`src/rtl/tkc_pkg.sv`:
```
package tkc_pkg;
    localparam int AW      = 8;
    localparam int DW      = 8;
    localparam int MODE_W  = 3;
    localparam int COL_W   = 4;
    localparam int MISC_N  = 6;
    localparam int SENSE_N = 6;
    localparam int CRT_AW  = 4;
    localparam int STATE_N = (1 << (MODE_W - 1)) + 1;

    localparam logic [AW-1:0] A_SENSE0   = 8'h00;
    localparam logic [AW-1:0] A_SR1_ST   = 8'h06;
    localparam logic [AW-1:0] A_TAPE_ST  = 8'h07;
    localparam logic [AW-1:0] A_MODE_HI  = 8'h20;
    localparam logic [AW-1:0] A_MISC_LO  = 8'h23;
    localparam logic [AW-1:0] A_MISC_HI  = 8'h40;
    localparam logic [AW-1:0] A_IRQ_EN   = 8'h41;
    localparam logic [AW-1:0] A_BLANK    = 8'h43;
    localparam logic [AW-1:0] A_COL0     = 8'h44;
    localparam logic [AW-1:0] A_KBD      = 8'h60;
    localparam logic [AW-1:0] A_CLR_TAPE = 8'h80;
    localparam logic [AW-1:0] A_CLR_SR1  = 8'hA0;
    localparam logic [AW-CRT_AW-1:0] CRT_PAGE = 4'hC;

    // Per-cycle strobes from the address decoder
    typedef struct packed {
        logic [MODE_W-1:0]  wr_mode;
        logic [COL_W-1:0]   wr_col;
        logic [MISC_N-1:0]  wr_misc;
        logic               wr_irq_en;
        logic               wr_blank;
        logic [SENSE_N-1:0] rd_sense;
        logic               rd_sr1_st;
        logic               rd_tape_st;
        logic               rd_kbd;
        logic               clr_tape;
        logic               clr_sr1;
        logic               crt_hit;
    } tkc_hit_t;

    // Architectural state of the register block
    typedef struct packed {
        logic [MODE_W-1:0] mode;
        logic [COL_W-1:0]  col;
        logic              irq_en;
        logic              blank;
        logic [MISC_N-1:0] misc;
        logic              tape_pend;
        logic              sr1_pend;
        logic [DW-1:0]     rdata;
    } tkc_state_t;

    localparam tkc_state_t ST_RESET = '{
        mode: '0, col: '0, irq_en: 1'b0, blank: 1'b1,
        misc: '0, tape_pend: 1'b0, sr1_pend: 1'b0, rdata: '0
    };
endpackage

```
`src/rtl/tkc_addr_dec.sv`:
```
module tkc_addr_dec
    import tkc_pkg::*;
(
    input  logic          bus_rd,
    input  logic          bus_wr,
    input  logic [AW-1:0] bus_addr,
    output tkc_hit_t      hit
);
    logic access;
    assign access = bus_rd | bus_wr;

    always_comb begin
        hit = '0;
        // mode bits are assigned from the high bit down, one offset each
        for (int b = 0; b < MODE_W; b++)
            hit.wr_mode[b] = bus_wr && (bus_addr == A_MODE_HI + AW'(MODE_W - 1 - b));
        for (int b = 0; b < COL_W; b++)
            hit.wr_col[b] = bus_wr && (bus_addr == A_COL0 + AW'(b));
        for (int i = 0; i < MISC_N - 1; i++)
            hit.wr_misc[i] = bus_wr && (bus_addr == A_MISC_LO + AW'(i));
        hit.wr_misc[MISC_N-1] = bus_wr && (bus_addr == A_MISC_HI);
        hit.wr_irq_en = bus_wr && (bus_addr == A_IRQ_EN);
        hit.wr_blank  = bus_wr && (bus_addr == A_BLANK);
        for (int i = 0; i < SENSE_N; i++)
            hit.rd_sense[i] = bus_rd && (bus_addr == A_SENSE0 + AW'(i));
        hit.rd_sr1_st  = bus_rd && (bus_addr == A_SR1_ST);
        hit.rd_tape_st = bus_rd && (bus_addr == A_TAPE_ST);
        hit.rd_kbd     = bus_rd && (bus_addr == A_KBD);
        hit.clr_tape   = access && (bus_addr == A_CLR_TAPE);
        hit.clr_sr1    = access && (bus_addr == A_CLR_SR1);
        hit.crt_hit    = access && (bus_addr[AW-1:CRT_AW] == CRT_PAGE);
    end
endmodule

```
`src/rtl/tkc_row_mux.sv`:
```
module tkc_row_mux #(
    parameter int NUM_COLS = 10,
    parameter int COL_W    = 4,
    parameter int DW       = 8
) (
    input  logic [COL_W-1:0]       col,
    input  logic [NUM_COLS*DW-1:0] rows,
    output logic [DW-1:0]          row
);
    // An unpopulated column reads as all ones (no key pressed)
    always_comb begin
        row = '1;
        for (int c = 0; c < NUM_COLS; c++)
            if (col == COL_W'(c)) row = rows[c*DW +: DW];
    end
endmodule

```
`src/rtl/tkc_mode_dec.sv`:
```
module tkc_mode_dec #(
    parameter int MODE_W = 3,
    localparam int HALF    = 1 << (MODE_W - 1),
    localparam int STATE_N = HALF + 1
) (
    input  logic [MODE_W-1:0]  mode,
    output logic [STATE_N-1:0] state
);
    // Top mode bit clear: all codes collapse to idle
    assign state[0] = ~mode[MODE_W-1];

    for (genvar k = 0; k < HALF; k++) begin : g_active
        assign state[k+1] = mode[MODE_W-1] && (mode[MODE_W-2:0] == (MODE_W-1)'(k));
    end
endmodule

```
`src/rtl/tkc_ctrl_regs.sv`:
```
module tkc_ctrl_regs
    import tkc_pkg::*;
#(
    parameter int NUM_COLS = 10,
    localparam int ROWS_W  = NUM_COLS * DW
) (
    input  logic               clk,
    input  logic               rst,
    input  logic               bus_rd,
    input  logic               bus_wr,
    input  logic [AW-1:0]      bus_addr,
    input  logic [DW-1:0]      bus_wdata,
    output logic [DW-1:0]      bus_rdata,
    input  logic [DW-1:0]      tape_sense,
    input  logic [ROWS_W-1:0]  kbd_rows,
    input  logic               set_tape_pend,
    input  logic               set_sr1_pend,
    output logic [MODE_W-1:0]  motor_mode,
    output logic [STATE_N-1:0] motor_state,
    output logic [COL_W-1:0]   kbd_col,
    output logic               text_blank,
    output logic [MISC_N-1:0]  misc_latch,
    output logic               irq,
    output logic               crt_sel,
    output logic               crt_wr,
    output logic [CRT_AW-1:0]  crt_addr,
    output logic [DW-1:0]      crt_wdata,
    input  logic [DW-1:0]      crt_rdata
);
    tkc_hit_t   hit;
    tkc_state_t st_d, st_q;
    logic [DW-1:0] row_byte;

    tkc_addr_dec u_dec (
        .bus_rd   (bus_rd),
        .bus_wr   (bus_wr),
        .bus_addr (bus_addr),
        .hit      (hit)
    );

    tkc_row_mux #(.NUM_COLS(NUM_COLS), .COL_W(COL_W), .DW(DW)) u_rows (
        .col  (st_q.col),
        .rows (kbd_rows),
        .row  (row_byte)
    );

    tkc_mode_dec #(.MODE_W(MODE_W)) u_mode (
        .mode  (st_q.mode),
        .state (motor_state)
    );

    always_comb begin
        st_d       = st_q;
        st_d.rdata = '0;

        for (int b = 0; b < MODE_W; b++)
            if (hit.wr_mode[b]) st_d.mode[b] = bus_wdata[0];
        for (int b = 0; b < COL_W; b++)
            if (hit.wr_col[b]) st_d.col[b] = bus_wdata[0];
        for (int i = 0; i < MISC_N; i++)
            if (hit.wr_misc[i]) st_d.misc[i] = bus_wdata[0];
        if (hit.wr_irq_en) st_d.irq_en = bus_wdata[0];
        if (hit.wr_blank)  st_d.blank  = ~bus_wdata[0];

        // set strobe outranks a clearing access in the same cycle
        st_d.tape_pend = set_tape_pend | (st_q.tape_pend & ~hit.clr_tape);
        st_d.sr1_pend  = set_sr1_pend  | (st_q.sr1_pend  & ~hit.clr_sr1);

        if (bus_rd) begin
            for (int i = 0; i < SENSE_N; i++)
                if (hit.rd_sense[i])
                    st_d.rdata = {tape_sense[DW-1-i], {(DW-1){1'b0}}};
            if (hit.rd_sr1_st)  st_d.rdata = {~st_q.sr1_pend,  {(DW-1){1'b0}}};
            if (hit.rd_tape_st) st_d.rdata = {~st_q.tape_pend, {(DW-1){1'b0}}};
            if (hit.rd_kbd)     st_d.rdata = row_byte;
            if (hit.crt_hit)    st_d.rdata = crt_rdata;
        end
    end

    always_ff @(posedge clk) begin
        if (rst) st_q <= ST_RESET;
        else     st_q <= st_d;
    end

    assign bus_rdata  = st_q.rdata;
    assign motor_mode = st_q.mode;
    assign kbd_col    = st_q.col;
    assign text_blank = st_q.blank;
    assign misc_latch = st_q.misc;
    assign irq        = (st_q.tape_pend & st_q.irq_en) | st_q.sr1_pend;

    assign crt_sel   = hit.crt_hit;
    assign crt_wr    = hit.crt_hit & bus_wr;
    assign crt_addr  = bus_addr[CRT_AW-1:0];
    assign crt_wdata = bus_wdata;
endmodule

```
`config.mk`:
```
export PLATFORM = sky130hd
export DESIGN_NAME = tkc_ctrl_regs
export DESIGN_NICKNAME = d
export VERILOG_FILES = /design/src/rtl/tkc_pkg.sv /design/src/rtl/tkc_addr_dec.sv /design/src/rtl/tkc_row_mux.sv /design/src/rtl/tkc_mode_dec.sv /design/src/rtl/tkc_ctrl_regs.sv
export SDC_FILE = /design/constraint.sdc
export NUM_CORES = 1
export LEC_CHECK = 0
export BUFFER_PORTS_ARGS = -buffer_cell sky130_fd_sc_hd__buf_2
export CAP_MARGIN = 20
export CORE_MARGIN = 8
export CORE_UTILIZATION = 39
export DETAILED_ROUTE_END_ITERATION = 8
export GPL_TIMING_DRIVEN = 0
export PLACE_DENSITY_LB_ADDON = 0.1
export SYNTH_ARGS = -nofsm -noshare
export SYNTH_HDL_FRONTEND = slang
export SYNTH_HIERARCHICAL = 1
export SYNTH_SLANG_ARGS = --single-unit
```
`constraint.sdc`:
```
create_clock -name clk -period 2.61 [get_ports clk]
set_input_delay 0.783 -clock clk [delete_from_list [all_inputs] [get_ports clk]]
set_output_delay 0.783 -clock clk [all_outputs]
set_load 0.03 [all_outputs]
```
# Yosys cells after proc, flatten, opt, wreduce, memory -nomap -nowiden

Index checks and enable logic that the tools add are counted.

Output and inout bits: 42
Register bits: 25
Logic and storage cells: 126

Reductions and logical operators: 35
Bitwise gates (word level): 15
Equality and inequality tests: 38
Mux-type cells: 20

Operator list:

| kind                                           | number |
|---|---|
| 2-to-1 mux 8 bit                               | 20 |
| == test 8 x 6 -> 1 bit (second input constant) | 8 |
| == test 8 x 7 -> 1 bit (second input constant) | 8 |
| == test 8 x 3 -> 1 bit (second input constant) | 4 |
| logical AND 1 bit                              | 31 |
| == test 4 x 3 -> 1 bit (second input constant) | 4 |
| == test 8 x 2 -> 1 bit (second input constant) | 2 |
| == test 8 bit (second input constant)          | 2 |
| == test 4 bit (second input constant)          | 3 |
| == test 4 x 2 -> 1 bit (second input constant) | 2 |
| == test 8 x 1 -> 1 bit (second input constant) | 1 |
| logical NOT 8 bit                              | 1 |
| inverter 1 bit                                 | 7 |
| bitwise AND 1 bit                              | 4 |
| == test 2 bit (second input constant)          | 2 |
| == test 4 x 1 -> 1 bit (second input constant) | 1 |
| logical NOT 4 bit                              | 1 |
| OR 1 bit                                       | 4 |
| == test 2 x 1 -> 1 bit (second input constant) | 1 |
| logical NOT 2 bit                              | 1 |
| OR reduction 2 bit                             | 1 |

# Longest topological paths before layout

Depth in word-level cells: 13
Mapped depth: 10
Depth with buffers taken out: 8

# By module

Netlist, hierarchy kept.

By module, submodules not included:

| module        | area an instance (um^2) | seq. area each (um^2) | instances | cells an instance |
|---|---|---|---|---|
| tkc_ctrl_regs | 1,251.2                 | 500.5                 | 1         | 140 |
| tkc_row_mux   | 899.6                   | 0.0                   | 1         | 125 |
| tkc_addr_dec  | 302.8                   | 0.0                   | 1         | 50 |
| tkc_mode_dec  | 41.3                    | 0.0                   | 1         | 5 |

# Worst setup path before layout

OpenSTA, ideal clock, no wires.

Path type: input to output
From: in bus_addr[5]
To: out crt_wr
Required time: 1,827 ps
Stages: 4
Data arrival time: 2,712 ps
Setup slack: -885 ps
Path buffers: 1
Cell sequence: or2_2 -> nor3_1 -> buf_2 -> and2_1

Longest elaborated chain between the ends: 3

Ends and longest elaborated chain:

| item              | line                | source |
|---|---|---|
| start, declared   | tkc_ctrl_regs.sv:11 | `input logic [AW-1:0] bus_addr,` |
| == test 4 bit     | tkc_addr_dec.sv:31  | `hit.crt_hit = access && (bus_addr[AW-1:CRT_AW] == CRT_PAGE);` |
| logical AND 1 bit | tkc_addr_dec.sv:31  |  |
| via crt_sel       | tkc_ctrl_regs.sv:24 | `output logic crt_sel,` |
| bitwise AND 1 bit | tkc_ctrl_regs.sv:93 | `assign crt_wr = hit.crt_hit & bus_wr;` |
| end, declared     | tkc_ctrl_regs.sv:25 | `output logic crt_wr,` |

The timed path passes the listed nets, and every way through them passes these cells.

# Worst setup path in the final report

From: in bus_addr[5]
To: out crt_wr

Longest elaborated chain between the ends: 3

Ends and longest elaborated chain:

| item              | line |
|---|---|
| == test 4 bit     | tkc_addr_dec.sv:31 |
| logical AND 1 bit | tkc_addr_dec.sv:31 |
| bitwise AND 1 bit | tkc_ctrl_regs.sv:93 |

No other way between the ends.

==> flow_metrics.tcl <==
set metrics [dict create \
    status "finished, final reports clean" \
    synth_cell_type_count 53 \
    drt_wl_total_um 8740 \
    clk_pin_slew_ns 0.09 \
    vias 2849 \
    grt_start_max_net_pins 16 \
    synth_area_mm2 0.00249 \
    postCtsHoldBufs 0 \
    p_per_area_mw_per_mm2 243 \
    max_slew_margin_pct 63.7 \
    placed_cells 546 \
    setup-violations-final 0 \
    drv_cap 0 \
    ys_ff_latch 25 \
    drt_iter0_drc 119 \
    grtUsageTotal_pct 17.7 \
    end_kind "output pin" \
    start_util_pct 39.7 \
    rsz0062_at_grt "no" \
    whs_ns 0.505 \
    cts_tree "yes" \
    cts-buffers-inserted 3 \
    p_leak_uw 0.00163 \
    cp_max_fo 5 \
    preCtsSetupSlack_ns -0.190 \
    antenna_found_initial 0 \
    io_pins 160 \
    placed_cell_area_mm2 0.00336 \
    htree_levels 1 \
    ir_worst_vdd_uv 245 \
    io_buffers 149 \
    synth_fp_nets 438 \
    layoutNonFillerInstCount 554 \
    drtPass1Iterations 4 \
    async_reset_ff_share_pct 0 \
    coreArea_mm2 0.00628 \
    fp.dieH_um 96.0 \
    synth_edf_count 0 \
    ys.flop_type "dfxtp_1" \
    grt_pass1_wl_um 13200 \
    dieArea_mm2 0.00921 \
    yosys_warnings 6 \
    whs_path_depth 2 \
    wl_per_cell_um 15.8 \
    root_buffer "clkbuf_8" \
    finalHoldViolations 0 \
    ys_seq_area_share_pct 20.1 \
    area_growth_pct 39.1 \
    die_w_um 96.0 \
    layout_commonest_cell "buf_2" \
    dp_hpwl_um 7290 \
    syn-instance-count 320 \
    gr-total-overflow 0 \
    postLayoutCellArea_mm2 0.00347 \
    viasPerCell 5.14 \
    skew_ns 0.00374 \
    cts.sinks 25 \
    finalNetCount 596 \
    r2r_cells 7 \
    routabilityCongestion 0.839 \
    drc 0 \
    power_uw 845 \
    clock.fmax_mhz 394 \
    drive_gt1_share_pct 46.5 \
    crit_type "input pin to output pin" \
    grt_pass1_vias 2695 \
    layout_setup_ws_ns 0.0747 \
    insertedDiodeCount 0 \
    period_minus_slack_ns 2.54 \
    slew_violations 0 \
    tightest_slew_ns 0.540 \
    clk_latency_ns 0.27 \
    avgSynthCellArea_um2 7.80 \
    period_share_pct 97.1 \
    ant_nets 0 \
    worst_ep_required_time_ns 1.83 \
    crit_arrival_ns 1.75 \
    mostFrequentLayoutCells "buf_2 (156), buf_4 (40), nor2_1 (33)" \
    clock_path_buffers 2 \
    cp-start-kind "input pin" \
    placementRows 29 \
    hp-class "flop to flop" \
]
==> registers in the layout (all words and copies together), names as in the netlist <==
name	flops
misc_latch	6
text_blank	1
st_q	3
bus_rdata	8
kbd_col	4
motor_mode	3
==> where the power goes <==
part	switching, uW	internal [uW]	total (uW)
Combinational	111	111	221
Clock	128	108	236
Sequential	2.59	384	387
Total	241	603	845
==> kinds of logic (layout without fill, tap and decap cells) <==
| kind of cell | Yosys count | count (layout) | share of synthesized area [%] |
|---|---|---|---|
| compound gates | 78 | 78 | 22.1 |
| buf+inv | 74 | 231 | 17.4 |
| flops | 25 | 25 | 20.1 |
| mux | 27 | 27 | 12.8 |
| simple gates | 116 | 116 | 27.6 |
==> worst max-delay path: stages <==
cell and delay, ns:
buf_2 0.12, or2_4 0.24, nor3_4 0.22, buf_6 0.13, and2_4 0.13, buf_6 0.12
==> Yosys cell counts, types with 6 or more instances <==
cell type  number  area (um^2)
clkbuf_1        8         30.0
or3b_1          6         52.6
a21oi_1        23          115
nand2_1         6         22.5
o21ai_0        11         55.1
inv_1          17         63.8
buf_2          10         50.1
dfxtp_1        25          500
nor3_1         26          130
buf_4          36          270
a22oi_1         8         60.1
nand2b_1       11         68.8
mux2i_1        23          230
nor2_1         33          124
==> cell type report <==
class                   instances  area, um^2
clock buffers                   3        41.3
fillers                       650        2810
plain buffers                  56         372
multi-input cells             221        1600
flip-flops and latches         25         500
clock inverters                 1        7.51
inverters                      18        67.6
repair buffers                153         788
well taps                      77        96.3
==> metrics by stage <==
step | utilization (%) | TNS (ns)
floorplan | - | -0.0519
global placement | 53.5 | -0.863
detailed placement | 53.5 | -0.987
CTS | 54.5 | 0
global route | 55.3 | 0
finish | 55.3 | 0
==> path summary, 6_finish.rpt <==
kind	end	slack, ns	from
worst max-delay path	crt_wr	0.07	bus_addr[5]
worst min-delay path	misc_latch[5]	0.50	misc_latch[5]
worst max register to register	bus_rdata[7]	0.31	kbd_col[1]
worst min register to register	misc_latch[5]	0.50	misc_latch[5]
==> layer usage <==
layer | global-route usage, % | wire length (um) | up-vias | part of all wire (%)
met5 | 0 | 0 | - | 0
met4 | 3.33 | 87 | 0 | 1.0
met3 | 4.29 | 830 | 10 | 9.5
met2 | 30.1 | 4190 | 105 | 48
met1 | 22.2 | 3630 | 1276 | 42
li1 | - | - | 1458 | -
==> repair_timing <==
item                       in CTS  in global routing
resized for setup               2                  7
buffers inserted                1                  3
setup endpoints to repair       1                  7
pin swaps                       1                  2
Note: power is estimated with default switching activity, not from simulation.
